File: src/rtl/spec_cache_pkg.sv
package spec_cache_pkg;

    // Fill controller states
    typedef enum logic [1:0] {
        ST_RUN   = 2'd0,   // accepting requests
        ST_ISSUE = 2'd1,   // presenting a line request to the next level
        ST_FILL  = 2'd2    // waiting for the line to come back
    } fill_state_t;

endpackage

File: src/rtl/sc_tag_store.sv
module sc_tag_store #(
    parameter int IDX_W = 4,
    parameter int TAG_W = 8
) (
    input  logic             clk,
    input  logic             rst_n,
    input  logic             rd_en,
    input  logic [IDX_W-1:0] rd_idx,
    output logic [TAG_W-1:0] rd_tag,
    output logic             rd_valid,
    input  logic             wr_en,
    input  logic [IDX_W-1:0] wr_idx,
    input  logic [TAG_W-1:0] wr_tag
);

    localparam int SETS = 1 << IDX_W;

    logic [TAG_W-1:0] tag_mem [SETS];
    logic [SETS-1:0]  vld;

    // One valid bit per set, cleared by reset and set by a fill
    for (genvar s = 0; s < SETS; s++) begin : g_set
        logic v;
        always_ff @(posedge clk or negedge rst_n) begin
            if (!rst_n) begin
                v <= 1'b0;
            end else if (wr_en && (wr_idx == IDX_W'(s))) begin
                v <= 1'b1;
            end
        end
        assign vld[s] = v;
    end

    always_ff @(posedge clk) begin
        if (wr_en) begin
            tag_mem[wr_idx] <= wr_tag;
        end
    end

    always_ff @(posedge clk or negedge rst_n) begin
        if (!rst_n) begin
            rd_tag   <= '0;
            rd_valid <= 1'b0;
        end else if (rd_en) begin
            rd_tag   <= tag_mem[rd_idx];
            rd_valid <= vld[rd_idx];
        end
    end

endmodule

File: src/rtl/sc_data_store.sv
module sc_data_store #(
    parameter int IDX_W  = 4,
    parameter int DATA_W = 32
) (
    input  logic              clk,
    input  logic              rd_en,
    input  logic [IDX_W-1:0]  rd_idx,
    output logic [DATA_W-1:0] rd_data,
    input  logic              wr_en,
    input  logic [IDX_W-1:0]  wr_idx,
    input  logic [DATA_W-1:0] wr_data
);

    localparam int SETS = 1 << IDX_W;

    logic [DATA_W-1:0] data_mem [SETS];

    always_ff @(posedge clk) begin
        if (wr_en) begin
            data_mem[wr_idx] <= wr_data;
        end
        if (rd_en) begin
            rd_data <= data_mem[rd_idx];
        end
    end

endmodule

File: src/rtl/sc_tag_check.sv
module sc_tag_check #(
    parameter int TAG_W = 8,
    parameter int ID_W  = 4
) (
    input  logic             clk,
    input  logic             rst_n,
    input  logic             s1_valid,
    input  logic [ID_W-1:0]  s1_id,
    input  logic [TAG_W-1:0] s1_tag,
    input  logic [TAG_W-1:0] line_tag,
    input  logic             line_valid,
    output logic             miss_now,
    output logic             verify_valid,
    output logic [ID_W-1:0]  verify_id,
    output logic             verify_hit
);

    logic tag_eq;

    // Compare runs in the cycle after the data array read
    assign tag_eq   = line_valid && (line_tag == s1_tag);
    assign miss_now = s1_valid && !tag_eq;

    always_ff @(posedge clk or negedge rst_n) begin
        if (!rst_n) begin
            verify_valid <= 1'b0;
            verify_id    <= '0;
            verify_hit   <= 1'b0;
        end else begin
            verify_valid <= s1_valid;
            if (s1_valid) begin
                verify_id  <= s1_id;
                verify_hit <= tag_eq;
            end
        end
    end

endmodule

File: src/rtl/sc_fill_ctrl.sv
module sc_fill_ctrl
    import spec_cache_pkg::*;
#(
    parameter int ADDR_W = 12,
    parameter int IDX_W  = 4
) (
    input  logic                    clk,
    input  logic                    rst_n,
    input  logic                    miss_now,
    input  logic [ADDR_W-1:0]       miss_line,
    input  logic                    miss_ready,
    input  logic                    refill_valid,
    output logic                    run,
    output logic                    miss_valid,
    output logic [ADDR_W-1:0]       miss_addr,
    output logic                    fill_we,
    output logic [IDX_W-1:0]        fill_idx,
    output logic [ADDR_W-IDX_W-1:0] fill_tag
);

    fill_state_t state, nxt;
    logic [ADDR_W-1:0] line_q;

    // State register
    always_ff @(posedge clk or negedge rst_n) begin
        if (!rst_n) begin
            state <= ST_RUN;
        end else begin
            state <= nxt;
        end
    end

    // Transitions
    always_comb begin
        nxt = state;
        unique case (state)
            ST_RUN:   if (miss_now)     nxt = ST_ISSUE;
            ST_ISSUE: if (miss_ready)   nxt = ST_FILL;
            ST_FILL:  if (refill_valid) nxt = ST_RUN;
            default:                    nxt = ST_RUN;
        endcase
    end

    // Outputs
    always_comb begin
        run        = 1'b0;
        miss_valid = 1'b0;
        fill_we    = 1'b0;
        unique case (state)
            ST_RUN:   run        = 1'b1;
            ST_ISSUE: miss_valid = 1'b1;
            ST_FILL:  fill_we    = refill_valid;
            default:  run        = 1'b0;
        endcase
    end

    // Line address of the missing request
    always_ff @(posedge clk or negedge rst_n) begin
        if (!rst_n) begin
            line_q <= '0;
        end else if ((state == ST_RUN) && miss_now) begin
            line_q <= miss_line;
        end
    end

    assign miss_addr = line_q;
    assign fill_idx  = line_q[IDX_W-1:0];
    assign fill_tag  = line_q[ADDR_W-1:IDX_W];

endmodule

File: src/rtl/spec_rd_cache.sv
module spec_rd_cache #(
    parameter int ADDR_W = 12,
    parameter int DATA_W = 32,
    parameter int IDX_W  = 4,
    parameter int ID_W   = 4
) (
    input  logic              clk,
    input  logic              rst_n,
    input  logic              req_valid,
    output logic              req_ready,
    input  logic [ADDR_W-1:0] req_addr,
    input  logic [ID_W-1:0]   req_id,
    output logic              early_valid,
    output logic [ID_W-1:0]   early_id,
    output logic [DATA_W-1:0] early_data,
    output logic              verify_valid,
    output logic [ID_W-1:0]   verify_id,
    output logic              verify_hit,
    output logic              miss_valid,
    input  logic              miss_ready,
    output logic [ADDR_W-1:0] miss_addr,
    input  logic              refill_valid,
    input  logic [DATA_W-1:0] refill_data
);

    localparam int TAG_W = ADDR_W - IDX_W;

    logic              accept;
    logic              run;
    logic              miss_now;
    logic              s1_valid;
    logic [ID_W-1:0]   s1_id;
    logic [ADDR_W-1:0] s1_addr;
    logic [TAG_W-1:0]  line_tag;
    logic              line_valid;
    logic              fill_we;
    logic [IDX_W-1:0]  fill_idx;
    logic [TAG_W-1:0]  fill_tag;

    // A missing request in the compare stage blocks the next one
    assign req_ready = run && !miss_now;
    assign accept    = req_valid && req_ready;

    always_ff @(posedge clk or negedge rst_n) begin
        if (!rst_n) begin
            s1_valid <= 1'b0;
            s1_id    <= '0;
            s1_addr  <= '0;
        end else begin
            s1_valid <= accept;
            if (accept) begin
                s1_id   <= req_id;
                s1_addr <= req_addr;
            end
        end
    end

    sc_tag_store #(
        .IDX_W (IDX_W),
        .TAG_W (TAG_W)
    ) u_tags (
        .clk      (clk),
        .rst_n    (rst_n),
        .rd_en    (accept),
        .rd_idx   (req_addr[IDX_W-1:0]),
        .rd_tag   (line_tag),
        .rd_valid (line_valid),
        .wr_en    (fill_we),
        .wr_idx   (fill_idx),
        .wr_tag   (fill_tag)
    );

    sc_data_store #(
        .IDX_W  (IDX_W),
        .DATA_W (DATA_W)
    ) u_data (
        .clk     (clk),
        .rd_en   (accept),
        .rd_idx  (req_addr[IDX_W-1:0]),
        .rd_data (early_data),
        .wr_en   (fill_we),
        .wr_idx  (fill_idx),
        .wr_data (refill_data)
    );

    sc_tag_check #(
        .TAG_W (TAG_W),
        .ID_W  (ID_W)
    ) u_check (
        .clk          (clk),
        .rst_n        (rst_n),
        .s1_valid     (s1_valid),
        .s1_id        (s1_id),
        .s1_tag       (s1_addr[ADDR_W-1:IDX_W]),
        .line_tag     (line_tag),
        .line_valid   (line_valid),
        .miss_now     (miss_now),
        .verify_valid (verify_valid),
        .verify_id    (verify_id),
        .verify_hit   (verify_hit)
    );

    sc_fill_ctrl #(
        .ADDR_W (ADDR_W),
        .IDX_W  (IDX_W)
    ) u_ctrl (
        .clk          (clk),
        .rst_n        (rst_n),
        .miss_now     (miss_now),
        .miss_line    (s1_addr),
        .miss_ready   (miss_ready),
        .refill_valid (refill_valid),
        .run          (run),
        .miss_valid   (miss_valid),
        .miss_addr    (miss_addr),
        .fill_we      (fill_we),
        .fill_idx     (fill_idx),
        .fill_tag     (fill_tag)
    );

    assign early_valid = s1_valid;
    assign early_id    = s1_id;

endmodule

File: config.mk
export PLATFORM = sky130hd
export DESIGN_NAME = spec_rd_cache
export DESIGN_NICKNAME = d
export VERILOG_FILES = /design/src/rtl/spec_cache_pkg.sv /design/src/rtl/sc_tag_store.sv /design/src/rtl/sc_data_store.sv /design/src/rtl/sc_tag_check.sv /design/src/rtl/sc_fill_ctrl.sv /design/src/rtl/spec_rd_cache.sv
export SDC_FILE = /design/constraint.sdc
export NUM_CORES = 1
export LEC_CHECK = 0
export ABC_AREA = 1
export BUFFER_PORTS_ARGS = -buffer_cell sky130_fd_sc_hd__buf_2
export CAP_MARGIN = 30
export CORE_MARGIN = 2
export CORE_UTILIZATION = 31
export CTS_CLUSTER_DIAMETER = 30
export CTS_CLUSTER_SIZE = 12
export DETAILED_ROUTE_END_ITERATION = 10
export GPL_TIMING_DRIVEN = 0
export RECOVER_POWER = 25
export SETUP_SLACK_MARGIN = 0.3
export SLEW_MARGIN = 20
export SYNTH_ARGS = -nofsm -noshare
export SYNTH_HDL_FRONTEND = slang
export SYNTH_HIERARCHICAL = 1
export SYNTH_SLANG_ARGS = --single-unit
export TNS_END_PERCENT = 50
File: constraint.sdc
create_clock -name clk -period 4.85 [get_ports clk]
set_input_delay 0.97 -clock clk [delete_from_list [all_inputs] [get_ports clk]]
set_output_delay 0.97 -clock clk [all_outputs]
set_load 0.05 [all_outputs]
# After elaboration in Yosys (flattened, before gate mapping)
# Memory sizes are Yosys's and may differ from the RTL's. A register that Yosys moved wholly into a read port is not among the register bits.
# Index checks and enable logic that the tools add are counted.
dict set report word_totals {
  n_memories 2
  regBits 54
  ramBits 640
  out_inout_bits 57
  elab_cells 87
}
dict set report op_classes {
  order_cmp 1
  n_mux 11
  n_eq_ne 21
  n_reduce_logical 27
}
# memory depth width read_ports rd_ports_with_merged_regs write_ports line
set mem_list {}
lappend mem_list {u_data.data_mem 16 32 1 1 1 sc_data_store.sv:16} ;# logic [DATA_W-1:0] data_mem [SETS];
lappend mem_list {u_tags.tag_mem 16 8 1 1 1 sc_tag_store.sv:18} ;# logic [TAG_W-1:0] tag_mem [SETS];
# op count
set op_table {}
lappend op_table {{4-bit == test (second input constant)} 8}
lappend op_table {{1-bit logical AND} 21}
lappend op_table {{4-bit by 3-bit == test with 1-bit output (second input constant)} 4}
lappend op_table {{4-bit by 2-bit == test with 1-bit output (second input constant)} 2}
lappend op_table {{8-bit == test} 1}
lappend op_table {{1-bit two-way mux} 6}
lappend op_table {{2-bit two-way mux} 3}
lappend op_table {{2-bit != test (second input constant)} 3}
lappend op_table {{2-bit one-hot mux with 3 select lines} 1}
lappend op_table {{4-bit by 5-bit less-than comparator with 1-bit output (second input constant)} 1}
lappend op_table {{1-bit binary-select mux with 4-bit select} 1}
lappend op_table {{4-bit by 1-bit == test with 1-bit output (second input constant)} 1}
lappend op_table {{4-bit zero test} 1}
lappend op_table {{1-bit zero test} 3}
lappend op_table {{3-bit AND reduction} 1}
lappend op_table {{2-bit by 1-bit == test with 1-bit output (second input constant)} 1}
lappend op_table {{2-bit == test (second input constant)} 1}
lappend op_table {{2-bit zero test} 1}

# Logic depth before layout (Yosys ltp)
# Gate-level depths: netlist (run 1).
dict set report depth {
  depth_word 7
  mapped_depth 15
  mapped_depth_nobuf 13
}

# Cells and area by module
# Netlist (run 1), hierarchy kept.
# module area_each_um2 seq_area_each_um2 cells_each instances
set modules_own_cells {}
lappend modules_own_cells {sc_data_store 23050.9 16335.7 2120 1}
lappend modules_own_cells {sc_tag_store 6287.3 4469.3 557 1}
lappend modules_own_cells {spec_rd_cache 724.4 425.4 76 1}
lappend modules_own_cells {sc_fill_ctrl 683.2 350.3 77 1}
lappend modules_own_cells {sc_tag_check 395.4 150.1 67 1}

# Least setup slack after synthesis (run 1)
# No wires, ideal clock.
dict set report synth_timing {
  kind {in2reg}
  startpoint {input port refill_valid}
  endpoint {memory u_data.data_mem[12][0], enable pin}
  setup_slack_ns 1.412
  setup_time_ns 0.421
  arrival_ns 3.017
  required_ns 4.429
  n_path_buf 0
  cell_stages 4
  cell_sequence {inv_1 nor3_1 nand3_1 nor2_1}
}
dict set report synth_between {
  elab_chain_cells 3
}
# element line
set synth_rtl {}
lappend synth_rtl {{from (decl)} spec_rd_cache.sv:22} ;# input logic refill_valid,
lappend synth_rtl {{1-bit two-way mux} sc_fill_ctrl.sv:49} ;# unique case (state)
lappend synth_rtl {{via fill_we} spec_rd_cache.sv:36} ;# logic fill_we;
lappend synth_rtl {{1-bit two-way mux} sc_data_store.sv:19} ;# if (wr_en) begin
lappend synth_rtl {{1-bit two-way mux (implied by the code)} sc_data_store.sv:20} ;# data_mem[wr_idx] <= wr_data;
lappend synth_rtl {{to (decl)} sc_data_store.sv:16}
# The timed path passes the listed nets, and every way through them passes these cells.

# Worst setup path after layout (run 1)
dict set report layout_timing {
  startpoint {register u_tags.rd_tag[5], read port of u_tags.tag_mem}
  endpoint {output port req_ready}
}
dict set report layout_between {
  elab_chain_cells 6
}
# element line
set layout_rtl {}
lappend layout_rtl {{from (decl)} sc_tag_store.sv:9} ;# output logic [TAG_W-1:0] rd_tag,
lappend layout_rtl {{8-bit == test} sc_tag_check.sv:21} ;# assign tag_eq = line_valid && (line_tag == s1_tag);
lappend layout_rtl {{1-bit logical AND} sc_tag_check.sv:21}
lappend layout_rtl {{1-bit zero test} sc_tag_check.sv:22} ;# assign miss_now = s1_valid && !tag_eq;
lappend layout_rtl {{1-bit logical AND} sc_tag_check.sv:22}
lappend layout_rtl {{via miss_now} spec_rd_cache.sv:30} ;# logic miss_now;
lappend layout_rtl {{1-bit zero test} spec_rd_cache.sv:41} ;# assign req_ready = run && !miss_now;
lappend layout_rtl {{1-bit logical AND} spec_rd_cache.sv:41}
lappend layout_rtl {{to (decl)} spec_rd_cache.sv:10} ;# output logic req_ready,
# The timed path passes the listed nets, and every way through them passes these cells.

==> metrics, run 1 <==
DR DRC count 0; Avg WL per Cell 19.7 µm; ANT nets after route 0; outcome complete, no violations; first-pass GRT wire length 133000 µm; Die Wd 321 µm; CTS Root Cell clkbuf_16; Yosys warnings 6; final WL 91000 µm; skew final 0.0657 ns; CP delay by family, top compound AO/OA/AOI/OAI gates; vias in the first global route 21031; Die Y 321 µm; slowest CP cell a21oi_1; Worst Setup End Kind output pin; final period utilization 0.696; largest family of logic cells by synthesized area simple AND/OR/NAND/NOR gates; drt first pass iters 8; delay of the slowest critical-path stage 0.61 ns; commonest non-fill, non-tap cells in the layout 987 x nand2_1, 672 x edfxtp_1, 509 x nand3_1; syn avg cell area 10.7 µm²; GPL Wtd Cong 0.861; Final setup viols 0; share of cells above drive strength 1 0.157; Cells after Synth 2897; Synth Register Bits 734; initial antenna violation count 5; Post-synth top flop edfxtp_1; Crit path required time 3.88 ns; Stages on worst setup path 9; CTS sink cnt 734; Starting Density 0.312; Filler cells 9370; worst reg2reg setup slack 1.91 ns; unrepaired setup endpoints after global routing no; EDFF count, synth 672; syn nets 2950; pwr/cell area 521 mW/mm²; Avg Vias per Cell 4.72; Clock Tree Buf Depth 3; gr ovfl total 0; Worst Reg2Reg Path Length in Cells 7; area added between synthesis and finish 26.2%; I/O pin count 110; Peak VDD IR 286 µV; hold_ws 0.464 ns; placed instance area 0.0342 mm²; via count 21746; mux cell area share after synthesis 0; # H-tree levels 4; die area 0.103 mm²; Synth cell types 28; Worst-path clk slew 0.05 ns; simple-gate share of the synthesized area 0.215; kind of critical path reg2out; Post-synth ARST share 0.0845; max-slew violations 0; LEAKAGE 16.6 nW; iteration-0 DRC count of the detailed router 2108; Least-Margin Pin Slew 1.25 ns; Post CTS Setup Buffer Count 0; worst relative slew slack 0.168; pre-CTS WS 1.39 ns; Hold Crit Class reg2reg; mapped cell area 0.0311 mm²; crit path to req_ready; CTS tree yes; CP Max Fanout 6; FMAX 296 MHz; I/O Buffers 108; Post-CTS Hold Fix Bufs 0; placeable core region 0.0999 mm²; most common cell after layout, fill and taps aside nand2_1; Design Area, Final 0.0393 mm²; Synth Area in Adders 0; n_diodes 0; latest clock arrival within the worst-skew pair 0.75 ns; CP arrival 2.40 ns; Final #Nets 3238; Num CTS Buffers 149; hpwl dp 59400 µm; Buffers & Inverters on Critical Path 3; max-cap violations 0; CP most frequent cell nand2_1; row count 116; GRT Resource Usage Total 0.176; final setup TNS 0 ns; setup ws final 1.48 ns; largest net degree at the start of global routing 50; Critical Path Start u_tags/rd_tag[5]$_DFFE_PN0P_; XOR/XNOR share of the synthesized area 0; nature of the critical path startpoint flip-flop; post-cts resize count 0; r2r startpoint u_ctrl/state[1]$_DFFE_PN0P_; Min Clock Period, post-route 3.37 ns; sequential element share of the synthesized area 0.698; Fin. Hold Viols 0; worst path cell trace inv_1, nand2_1, nand2_1, inv_1, nand2_1, nor2_2, a21oi_1, nor2_1, buf_2; Worst R2R End u_data/data_mem[14][19]$_DFFE_PP_; post-synthesis compound-gate area fraction 0.000723
## cells by family (layout without fill, tap and decap cells)
family,count (synthesis),in the layout
and+or+nand+nor,1577,1577
DFF,734,734
buffers and inverters,582,993
AOI/OAI and AO/OA,4,4
## sequential cells by signal (all words and copies together) (netlist names)
name,flops
u_check/verify_hit,1
u_check/verify_valid,1
u_check/verify_id,4
u_tags/tag_mem,128
early_valid,1
s1_addr,12
u_tags/g_set.v,16
u_ctrl/state,2
u_tags/rd_tag,8
u_tags/rd_valid,1
u_data/rd_data,32
early_id,4
u_ctrl/miss_addr,12
u_data/data_mem,512
## worst min-delay path by stage
stage,endpoint,depth (start not counted),slack (ns),start
detailed placement,u_tags/g_set[9].v$_DFFE_PN0P_,1,0.45,u_tags/g_set[9].v$_DFFE_PN0P_
CTS,u_ctrl/miss_addr[2]$_DFFE_PN0P_,1,0.08,rst_n
finish,u_tags/g_set[5].v$_DFFE_PN0P_,1,0.46,u_tags/g_set[5].v$_DFFE_PN0P_
global placement,u_tags/g_set[13].v$_DFFE_PN0P_,1,0.45,u_tags/g_set[13].v$_DFFE_PN0P_
floorplan,u_tags/g_set[0].v$_DFFE_PN0P_,1,0.44,u_tags/g_set[0].v$_DFFE_PN0P_
global route,u_ctrl/state[0]$_DFFE_PN0P_,2,0.47,miss_ready
## worst reg2reg max path, delay by kind of cell (launching register included)
kind	cells	cell delay (ns)
simple gates	3	1.49
flops	1	0.38
buf+inv	4	0.79
## synthesized netlist by cell type, types with 14 or more instances
cell	instances	area (µm²)
buf_6	40	450
buf_2	50	250
dfrtp_1	62	1550
buf_1	14	52.6
clkbuf_1	14	52.6
nand3_1	509	2550
or2_2	16	100
buf_4	34	255
edfxtp_1	672	20200
inv_1	418	1570
nor2_1	37	139
nand4_1	17	106
nand2_1	987	3700
## area by class of cell
cell class	count	area, µm²	share of cell area
plain buffers	153	1080	0.0275
flip-flops and latches	734	21700	0.553
repair buffers	137	1230	0.0313
clock inverters	102	1340	0.0341
well taps	1298	1620	0.0413
clock buffers	172	3850	0.0981
inverters	429	1620	0.0412
multi-input cells	1581	6830	0.174
## routing by layer
metal	vias up	global-route usage	wire length, µm
li1	10107	-	-
met1	10499	0.223	37100
met2	955	0.289	43100
met3	179	0.0452	7890
met4	6	0.0691	2770
met5	-	0	39
## per-stage QoR
stage | total power, mW | utilization | instances
floorplan | 9.33 | - | 2897
global placement | 10.2 | 0.334 | 4303
detailed placement | 10.3 | 0.342 | 4332
CTS | 20.7 | 0.394 | 4606
global route | 21.2 | 0.394 | 4606
finish | 20.5 | 0.394 | 4606
## power by group
group	switching [mW]	total (mW)	internal, mW	leakage, nW
clock network	3.56	10.3	6.75	2.47
registers	0.426	7.87	7.44	6.85
logic	1.69	2.32	0.629	7.24
Power figures use the tool's default switching activity.
==> run 2, diff against run 1 <==
--- a/config.mk
+++ b/config.mk
@@ -5,7 +5,7 @@
 export SDC_FILE = /design/constraint.sdc
 export NUM_CORES = 1
 export LEC_CHECK = 0
-export ABC_AREA = 1
+export ABC_AREA = 0
 export BUFFER_PORTS_ARGS = -buffer_cell sky130_fd_sc_hd__buf_2
 export CAP_MARGIN = 30
 export CORE_MARGIN = 2
==> constraint.sdc (replaced) <==
create_clock -name clk -period 2.79 [get_ports clk]
set_input_delay 0.558 -clock clk [delete_from_list [all_inputs] [get_ports clk]]
set_output_delay 0.558 -clock clk [all_outputs]
set_load 0.05 [all_outputs]
==> metrics, run 2 <==
CTS sink cnt 734; first-pass GRT wire length 95500 µm; max-cap violations 0; CP arrival 2.09 ns; top-count cell post-synth edfxtp_1; worst reg2reg setup slack 0.24 ns; worst path cell trace xnor2_1, nand3_1, nor4_4, nor2b_2, nor2b_1, buf_6; placeable core region 0.0886 mm²; CP Max Fanout 3; FMAX 377 MHz; Crit path required time 2.23 ns; DR DRC count 0; latest clock arrival within the worst-skew pair 0.69 ns; Pint 24.2 mW; Clk pwr share 0.444; Starting Density 0.314; Peak VDD IR 521 µV; sequential element share of the synthesized area 0.781; switching share of total power 0.264; drt first pass iters 5; kind of critical path reg2out; placed instance area 0.0309 mm²; Stages on worst setup path 6; vias in the first global route 14459; initial antenna violation count 6; CP delay by family, top simple AND/OR/NAND/NOR gates; Final setup viols 0; Post-synth ARST share 0.0845; gr ovfl total 0; area leader, netlist edfxtp_1; most common cell after layout, fill and taps aside edfxtp_1; I/O Buffers 109; pwr/cell area 925 mW/mm²; share of the synthesized area in the top cell type 0.725; syn avg cell area 22.7 µm²; Design Area, Final 0.0355 mm²; Yosys warnings 6; max-slew violations 0; number of flip-flops in the largest register 512; Die Y 304 µm; nature of the critical path startpoint flip-flop; skew final 0.0764 ns; Hold Crit Class in2reg; Final #Nets 1593; commonest non-fill, non-tap cells in the layout 672 x edfxtp_1, 138 x mux4_2, 120 x clkbuf_16; CTS tree yes; iteration-0 DRC count of the detailed router 1022; area added between synthesis and finish 27.6%; Cells after Synth 1227; Die Wd 304 µm; Area contributors post-synth edfxtp_1 73%, mux4_2 11%, dfrtp_1 5.6%; final WL 64900 µm; Reg with most FFs u_data/data_mem; Synth top cells by count 672 x edfxtp_1, 138 x mux4_2, 64 x a22oi_1; final period utilization 0.950; Buffers & Inverters on Critical Path 1; slowest CP cell dfrtp_1; Avg WL per Cell 23.1 µm; Regs by FF count u_data/data_mem (512), u_tags/tag_mem (128), u_data/rd_data (32); Post-synth top flop edfxtp_1; unrepaired setup endpoints after global routing yes; via count 13664; CTS Root Cell clkbuf_16; Least-Margin Pin Slew 0.914 ns; largest net degree at the start of global routing 55; Fin. Hold Viols 0; mapped cell area 0.0278 mm²; I/O pin count 110; outcome complete, no violations; row count 109; Worst-path clk slew 0.05 ns; Avg Vias per Cell 4.87; Min-Delay Path Depth 2; Seq pwr share 0.425; final setup TNS 0 ns; LEAKAGE 12.0 nW; hpwl dp 40900 µm; GPL Wtd Cong 0.728; Worst Reg2Reg Path Length in Cells 12; EDFF count, synth 672; Clock Tree Buf Depth 3; Synth cell types 38; share of cells above drive strength 1 0.395; die area 0.0922 mm²; n_diodes 0; Min Clock Period, post-route 2.65 ns; Comb pwr share 0.132; ANT nets after route 0; worst relative slew slack 0.390; Sw Pwr 8.68 mW; syn nets 1280; Synth Register Bits 734; delay of the slowest critical-path stage 0.41 ns; Worst Setup End Kind output pin; # H-tree levels 3; GRT Resource Usage Total 0.140; final core occ 0.401; Num CTS Buffers 117
## run 2: cell types whose count changed in the layout (fill, tap and decap cells not counted), moves of 16 or more
cell and delta:
inv_1 -417, clkbuf_16 -29, buf_6 -23, mux4_1 +26, buf_4 +23, a22oi_1 +64
mux2_2 +24, mux4_2 +138, buf_2 -50, nand3_1 -506, nand4_1 -16, nand2_1 -952
## run 2: cell families (layout without fill, tap and decap cells)
| group | Yosys count | in the layout | share of synthesized area |
|---|---|---|---|
| simple gates | 123 | 123 | 0.0220 |
| buf+inv | 72 | 485 | 0.0174 |
| flops | 734 | 734 | 0.781 |
| xor+xnor | 8 | 8 | 0.00252 |
| mux | 206 | 206 | 0.154 |
| compound gates | 84 | 84 | 0.0231 |
## run 2: final timing paths
path,start,to
worst max-delay path,s1_addr[10]$_DFFE_PN0P_,req_ready
min in group asynchronous,rst_n,u_tags/g_set[12].v$_DFFE_PN0P_
worst max register to register,s1_addr[10]$_DFFE_PN0P_,u_data/rd_data[2]$_DFFE_PP_
worst min-delay path,miss_ready,u_ctrl/state[0]$_DFFE_PN0P_
max in group asynchronous,rst_n,u_ctrl/miss_addr[6]$_DFFE_PN0P_
worst min register to register,u_tags/g_set[2].v$_DFFE_PN0P_,u_tags/g_set[2].v$_DFFE_PN0P_
## run 2: per-layer routing
layer	wire, µm	vias up	GRT usage
li1	-	5830	-
met1	27100	7276	0.183
met2	32300	450	0.230
met3	4150	100	0.0360
met4	1240	8	0.0420
met5	51	-	0
## run 2: repair_timing
item                                    CTS  global route
hold buffers                              1             0
setup buffers                            19            23
gates cloned                              1             3
gates resized for setup                   9            23
pin swaps                                14             6
hold endpoints to repair                 31             0
endpoints found under the setup margin  299           156
## run 2: power by group through the flow
stage / clock (mW) / combinational, mW / sequential, mW
floorplan: 0 / 2.12 / 14.4
global placement: 0 / 3.66 / 14.1
detailed placement: 0 / 3.88 / 14.2
CTS: 14.9 / 4.11 / 14.0
global route: 15.4 / 4.57 / 14.1
finish: 14.6 / 4.33 / 14.0
## run 2: worst register-to-register path, stage by stage (launching register included)
cell and delay [ns]:
dfrtp_1 0.41, xnor2_1 0.16, nand3_1 0.13, nor4_4 0.33, nor2b_2 0.08, buf_4 0.14
buf_6 0.10, nand3b_4 0.19, buf_12 0.16, clkinvlp_4 0.14, buf_12 0.12, buf_12 0.11
buf_16 0.15
## run 2: stage by stage
stage | instances | setup WS, ns | hold WS (ns) | power [mW]
2_1_floorplan | 1227 | -0.0453 | 0.262 | 16.5
4_1_cts | 2778 | 0.0232 | 0.0494 | 32.9
6_report | 2805 | 0.140 | 0.0910 | 32.9
5_1_grt | 2805 | -0.0546 | 0.0846 | 34.0
3_5_place_dp | 2538 | -0.250 | 0.417 | 18.0
3_3_place_gp | 2501 | -2.04 | 0.442 | 17.7
## run 2: cell type report
class / count / area (µm²)
fill: 7746 / 53100
timing repair buffer: 194 / 1850
clock inverter: 88 / 1080
multi-input combinational: 421 / 5860
clock buffer: 131 / 3000
sequential: 734 / 21700
buffer: 71 / 523
tap: 1165 / 1460
inverter: 1 / 7.51
